===== src/rtl/tdm_route_pkg.sv =====
`timescale 1ns/1ps
package tdm_route_pkg;
  localparam int CH_W   = 3;
  localparam int STB_W  = 4;
  localparam int CNT_W  = 4;
  localparam int ENT_W  = CH_W + STB_W + CNT_W + 2;
  localparam int NCODE  = 1 << CH_W;
  localparam int SPAN_W = CNT_W + 4;

  typedef struct packed {
    logic              last;
    logic              bytes;
    logic [CNT_W-1:0]  cnt;
    logic [STB_W-1:0]  strb;
    logic [CH_W-1:0]   ch;
  } route_ent_t;

  // Number of bit periods one entry covers.
  function automatic logic [SPAN_W-1:0] ent_span(route_ent_t e);
    logic [SPAN_W-1:0] n;
    n = SPAN_W'(e.cnt) + SPAN_W'(1);
    return e.bytes ? (n << 3) : n;
  endfunction

  function automatic logic [NCODE-1:0] code_onehot(logic [CH_W-1:0] c);
    return (c == '0) ? '0 : (NCODE'(1) << c);
  endfunction
endpackage


===== src/rtl/tdm_edge_sampler.sv =====
`timescale 1ns/1ps
module tdm_edge_sampler
  import tdm_route_pkg::*;
(
  input  logic             clk,
  input  logic             rst_n,
  input  logic             fsync,
  input  logic             grant,
  input  logic             rxd,
  input  logic             cur_active,
  input  logic [CH_W-1:0]  cur_ch,
  output logic             fs_evt,
  output logic             dch_grant,
  output logic             rx_bit,
  output logic [NCODE-1:0] rx_vld
);
  logic fs_last;
  logic fs_rise;

  assign fs_rise = fsync & ~fs_last;

  always_ff @(negedge clk or negedge rst_n) begin
    if (!rst_n) begin
      fs_last   <= 1'b0;
      fs_evt    <= 1'b0;
      dch_grant <= 1'b0;
      rx_bit    <= 1'b0;
      rx_vld    <= '0;
    end else begin
      fs_last <= fsync;
      fs_evt  <= fs_rise;
      if (fs_rise) dch_grant <= grant;
      rx_bit  <= rxd;
      rx_vld  <= cur_active ? code_onehot(cur_ch) : '0;
    end
  end
endmodule


===== src/rtl/tdm_route_seq.sv =====
`timescale 1ns/1ps
module tdm_route_seq
  import tdm_route_pkg::*;
#(
  parameter  int NENT  = 8,
  localparam int IDX_W = (NENT > 1) ? $clog2(NENT) : 1
)(
  input  logic                  clk,
  input  logic                  rst_n,
  input  logic [NENT*ENT_W-1:0] route_tbl,
  input  logic                  fs_evt,
  output logic                  active,
  output logic [IDX_W-1:0]      idx,
  output logic [SPAN_W-1:0]     bcnt,
  output route_ent_t            cur,
  output logic                  sync_err
);
  route_ent_t        ents [NENT];
  logic [SPAN_W-1:0] span_now;
  logic              at_end;
  logic              last_ent;
  logic              pass_done;

  for (genvar gi = 0; gi < NENT; gi++) begin : g_unpack
    assign ents[gi] = route_ent_t'(route_tbl[gi*ENT_W +: ENT_W]);
  end

  assign cur       = ents[idx];
  assign span_now  = ent_span(cur);
  assign at_end    = (bcnt == span_now - SPAN_W'(1));
  assign last_ent  = cur.last || (idx == IDX_W'(NENT-1));
  assign pass_done = active && at_end && last_ent;

  always_ff @(posedge clk or negedge rst_n) begin
    if (!rst_n) begin
      active   <= 1'b0;
      idx      <= '0;
      bcnt     <= '0;
      sync_err <= 1'b0;
    end else if (fs_evt) begin
      sync_err <= active && !pass_done;
      active   <= 1'b1;
      idx      <= '0;
      bcnt     <= '0;
    end else begin
      sync_err <= 1'b0;
      if (active) begin
        if (at_end) begin
          bcnt <= '0;
          if (last_ent) begin
            active <= 1'b0;
            idx    <= '0;
          end else begin
            idx <= idx + IDX_W'(1);
          end
        end else begin
          bcnt <= bcnt + SPAN_W'(1);
        end
      end
    end
  end
endmodule


===== src/rtl/tdm_slot_mux.sv =====
`timescale 1ns/1ps
module tdm_slot_mux
  import tdm_route_pkg::*;
(
  input  logic             active,
  input  route_ent_t       cur,
  input  logic [NCODE-1:0] ch_tx_bit,
  output logic             txd,
  output logic             tx_oe,
  output logic [STB_W-1:0] strobe,
  output logic [NCODE-1:0] tx_req
);
  logic routed;

  always_comb begin
    routed = active && (cur.ch != '0);
    tx_oe  = routed;
    txd    = routed & ch_tx_bit[cur.ch];
    tx_req = routed ? code_onehot(cur.ch) : '0;
    strobe = active ? cur.strb : '0;
  end
endmodule


===== src/rtl/tdm_route_sequencer.sv =====
`timescale 1ns/1ps
module tdm_route_sequencer
  import tdm_route_pkg::*;
#(
  parameter  int NENT  = 8,
  localparam int IDX_W = (NENT > 1) ? $clog2(NENT) : 1
)(
  input  logic                  clk,
  input  logic                  rst_n,
  input  logic                  fsync,
  input  logic                  grant,
  input  logic                  rxd,
  input  logic [NENT*ENT_W-1:0] route_tbl,
  input  logic [NCODE-1:0]      ch_tx_bit,
  output logic                  txd,
  output logic                  tx_oe,
  output logic [STB_W-1:0]      strobe,
  output logic [NCODE-1:0]      ch_tx_req,
  output logic [NCODE-1:0]      ch_rx_vld,
  output logic                  rx_bit,
  output logic                  dch_grant,
  output logic                  sync_err
);
  logic              fs_evt;
  logic              seq_active;
  logic [IDX_W-1:0]  seq_idx;
  logic [SPAN_W-1:0] seq_bcnt;
  route_ent_t        seq_ent;

  tdm_edge_sampler u_sampler (
    .clk        (clk),
    .rst_n      (rst_n),
    .fsync      (fsync),
    .grant      (grant),
    .rxd        (rxd),
    .cur_active (seq_active),
    .cur_ch     (seq_ent.ch),
    .fs_evt     (fs_evt),
    .dch_grant  (dch_grant),
    .rx_bit     (rx_bit),
    .rx_vld     (ch_rx_vld)
  );

  tdm_route_seq #(.NENT(NENT)) u_seq (
    .clk       (clk),
    .rst_n     (rst_n),
    .route_tbl (route_tbl),
    .fs_evt    (fs_evt),
    .active    (seq_active),
    .idx       (seq_idx),
    .bcnt      (seq_bcnt),
    .cur       (seq_ent),
    .sync_err  (sync_err)
  );

  tdm_slot_mux u_mux (
    .active    (seq_active),
    .cur       (seq_ent),
    .ch_tx_bit (ch_tx_bit),
    .txd       (txd),
    .tx_oe     (tx_oe),
    .strobe    (strobe),
    .tx_req    (ch_tx_req)
  );
endmodule


===== config.mk =====
export PLATFORM = sky130hd
export DESIGN_NAME = tdm_route_sequencer
export DESIGN_NICKNAME = d
export VERILOG_FILES = /design/src/rtl/tdm_route_pkg.sv /design/src/rtl/tdm_edge_sampler.sv /design/src/rtl/tdm_route_seq.sv /design/src/rtl/tdm_slot_mux.sv /design/src/rtl/tdm_route_sequencer.sv
export SDC_FILE = /design/constraint.sdc
export NUM_CORES = 1
export LEC_CHECK = 0
export ABC_AREA = 0
export BUFFER_PORTS_ARGS = -buffer_cell sky130_fd_sc_hd__buf_4
export CAP_MARGIN = 0
export CELL_PAD_IN_SITES_DETAIL_PLACEMENT = 0
export CELL_PAD_IN_SITES_GLOBAL_PLACEMENT = 1
export CORE_UTILIZATION = 25
export CTS_CLUSTER_DIAMETER = 80
export DETAILED_ROUTE_END_ITERATION = 16
export PLACE_DENSITY = 0.7
export REMOVE_ABC_BUFFERS = 1
export SETUP_SLACK_MARGIN = 0.4
export SLEW_MARGIN = 20
export SYNTH_ARGS = -nofsm -noshare
export SYNTH_HDL_FRONTEND = slang
export SYNTH_SLANG_ARGS = --single-unit

===== constraint.sdc =====
create_clock -name clk -period 4.65 [get_ports clk]
set_clock_uncertainty 0.15 [all_clocks]
set_input_delay 0.465 -clock clk [delete_from_list [all_inputs] [get_ports clk]]
set_output_delay 0.465 -clock clk [all_outputs]
set_load 0.05 [all_outputs]

==> impl_metrics.py <==
metrics = {
    "status": {
        "status": "completed",
    },
    "setup_path": {
        "worstReg2RegStart": "u_seq.idx[0]$_DFFE_PN0P_",
        "ff2ff_setup_slack_ps": 470,
        "reg2regPathDepth": 5,
        "crit_start": "u_seq.idx[0]$_DFFE_PN0P_",
        "critical_path_required_ps": 2300,
        "slowest_stage": "mux4_2",
        "r2r_end": "u_sampler.rx_vld[3]$_DFF_NN0_",
        "endpoint": "u_sampler.rx_vld[3]$_DFF_NN0_",
        "crit_path_end_kind": "flip-flop",
        "crit_arrival_ps": 1820,
        "start_kind": "flip-flop",
        "critical_path.cell_chain": "buf_12 -> mux4_2 -> mux2_4 -> nand2_1 -> nor2_1",
        "path_class": "flip-flop to flip-flop",
        "slowest_delay_ps": 510,
        "path_max_fanout": 8,
    },
    "synthesis": {
        "yosysWarnings": 0,
        "netlist.area_leader.share_pct": 21.3,
        "ys.flop_type": "dfrtp_1",
        "avgSynthCellArea_um2": 10.5,
        "synth-seq-cells": 24,
        "synth_edf_count": 0,
        "yosysMostFrequentCell": "mux4_2",
        "synth_area_leaders": "mux4_2 (21%), dfrtp_1 (13%), dfrtn_1 (11%), mux2i_1 (3.6%), mux2_2 (3.1%)",
        "synth_adder_area_share_pct": 2.47,
        "yosysTopAreaCell": "mux4_2",
        "synth_top_family_by_area": "multiplexers",
        "synth-simple-area-share_pct": 17.4,
        "ys_types": 64,
        "synth.area.mux_share_pct": 31.4,
        "synth_common_cells": "mux4_2 (24), nor2_1 (19), nand2_1 (17), nor3_1 (15), dfrtp_1 (13)",
        "synthXorXnorAreaFrac_pct": 6.12,
        "synthCells": 242,
        "async_reset_ff_share_pct": 100,
        "netlist_area_um2": 2540,
        "yosysSeqAreaShare_pct": 23.7,
        "synth-compound-area-share_pct": 13.7,
    },
    "route": {
        "drc": 0,
        "drt_first_iter_violations": 171,
        "viasPerCell": 4.78,
        "final_antenna_net_count": 0,
        "wl_per_cell_um": 13.4,
        "num_vias": 2473,
        "drt_first_pass_iters": 4,
        "drt_wl_total_um": 6950,
    },
    "cts": {
        "cts_tree": "done",
        "clockBufferDepth": 2,
        "clkTransAtPathRegs_ps": 90,
        "h-tree-depth": 1,
        "insertion_delay_ps": 270,
        "cts_buffers": 3,
        "cts.sinks": 24,
        "root_buffer": "clkbuf_8",
    },
    "job": {
        "cap_viol_max_count": 0,
    },
    "placement": {
        "pre_cts_ws_ps": 355,
        "port_buffers": 138,
        "globalplace.congestion": 0.818,
        "post-dp-hpwl_um": 5930,
    },
    "cells_and_area": {
        "antenna_cells": 0,
        "layout.nets": 507,
        "drive_above_1_share_pct": 54.9,
        "area_growth_pct": 51.8,
        "final_core_util_pct": 39.2,
        "top_regs": "u_seq.bcnt x8, u_sampler.rx_vld x7, u_seq.idx x3",
        "largest_reg_flops": 8,
        "regMostFlops": "u_seq.bcnt",
    },
    "timing": {
        "rsz0062_at_grt": "false",
        "hold_viol_final": 0,
        "finalMaxSlewViolations": 0,
        "setup_viol_count_final": 0,
        "setup_slack_ps": 474,
    },
    "global_route": {
        "grt_usage_pct": 13.2,
        "antenna_found_initial": 0,
        "grt_pass1_vias": 2416,
        "grt_max_degree": 25,
        "grt_overflow": 0,
        "grt_pass1_wl_um": 11200,
    },
    "floorplanning": {
        "die_w_um": 103,
        "coreArea_um2": 9820,
        "initial_utilization_pct": 25.8,
        "num_rows": 36,
        "pin_count": 142,
        "die_h_um": 103,
        "dieArea_um2": 10600,
    },
    "pwr": {
        "vdd_ir_drop_max_v": 0.000144,
        "powerDensity_nw_per_um2": 266,
        "power.total_uw": 1020,
        "p_leak_uw": 0.00171,
    },
    "hold_path": {
        "hold_path.class": "flip-flop to flip-flop",
    },
}
-- logic make-up after synthesis --
| group | Yosys count |
|---|---|
| compound gates | 40 |
| xor+xnor | 16 |
| fa+ha+maj | 5 |
| buf+inv | 23 |
| flops | 24 |
| mux | 46 |
| other cells | 1 |
| simple gates | 87 |
-- worst max-delay path, delay by kind of cell (launching register included) --
| family | cells | cell delay, ps |
|---|---|---|
| AND/OR/NAND/NOR | 2 | 190 |
| flip-flops | 1 | 380 |
| multiplexers | 2 | 840 |
| buffers and inverters | 1 | 130 |
-- metal layers --
| metal | global-route usage [%] | vias up | routed length [um] |
|---|---|---|---|
| li1 | - | 1210 | - |
| met1 | 16.7 | 1169 | 2880 |
| met3 | 2.44 | 0 | 397 |
| met5 | 0 | - | 0 |
| met4 | 1.10 | 0 | 0 |
| met2 | 24.3 | 94 | 3670 |
-- what timing repair did --
| item | 4_1_cts | 5_1_grt |
|---|---|---|
| hold buffers | 1 | 0 |
| setup endpoints to repair | 6 | 18 |
| pin swaps | 0 | 0 |
| gates resized for setup | 3 | 6 |
| buffers inserted | 0 | 1 |
| hold endpoints to repair | 13 | 0 |
-- worst min-delay path by stage --
| stage | from | to | cells after the start |
|---|---|---|---|
| 6_report | u_sampler.fs_last$_DFF_NN0_ | u_sampler.fs_evt$_DFF_NN0_ | 1 |
| 5_1_grt | u_sampler.fs_last$_DFF_NN0_ | u_sampler.fs_evt$_DFF_NN0_ | 1 |
| 4_1_cts | u_sampler.dch_grant$_DFFE_NN0P_ | u_sampler.dch_grant$_DFFE_NN0P_ | 1 |
| 3_5_place_dp | rst_n | u_seq.sync_err$_DFF_PN0_ | 1 |
| 3_3_place_gp | rst_n | u_seq.bcnt[2]$_DFFE_PN0P_ | 1 |
| 2_1_floorplan | rst_n | u_seq.active$_DFF_PN0_ | 0 |
-- report_power, final --
group          switching (uW)  internal (uW)
clock network            64.3           75.4
logic                     321            291
registers                34.3            239
total                     420            605
-- area by class of cell --
type                    count  area [um^2]
multi-input cells         196         1830
clock buffers               4         55.1
flip-flops and latches     24          602
fillers                   993         5970
inverters                   7         26.3
well taps                 133          166
repair buffers            153         1170
-- layout by cell type (no fill, tap or decap), types with 3 or more instances in the layout --
| master | Yosys | final |
|---|---|---|
| a31oi_1 | 5 | 5 |
| mux2_2 | 7 | 6 |
| o21ai_0 | 4 | 4 |
| xor2_1 | 8 | 8 |
| dfrtp_1 | 13 | 12 |
| ha_1 | 5 | 5 |
| nor3_1 | 15 | 15 |
| nand2b_1 | 7 | 6 |
| nand2_1 | 17 | 16 |
| mux2_4 | 2 | 3 |
| xnor2_1 | 7 | 7 |
| mux2i_1 | 9 | 7 |
| inv_1 | 6 | 5 |
| mux2_1 | 3 | 3 |
| buf_4 | 3 | 149 |
| nand3_1 | 9 | 9 |
| dfrtn_1 | 11 | 11 |
| clkbuf_8 | 0 | 4 |
| nand4_1 | 3 | 3 |
| o21ai_2 | 3 | 3 |
| mux4_2 | 24 | 24 |
| nor2_1 | 19 | 19 |
-- metrics by stage --
step                      hold WS (ps)  instances  setup TNS (ps)  cell area (um^2)
after detailed placement           238        511               0              3740
after global routing               324        517               0              3850
final                              301        517               0              3850
after floorplan                   19.4        227           -5900              2440
after global placement             232        511               0              3740
after CTS                          312        516               0              3810
Note: power is estimated with default switching activity, not from simulation.
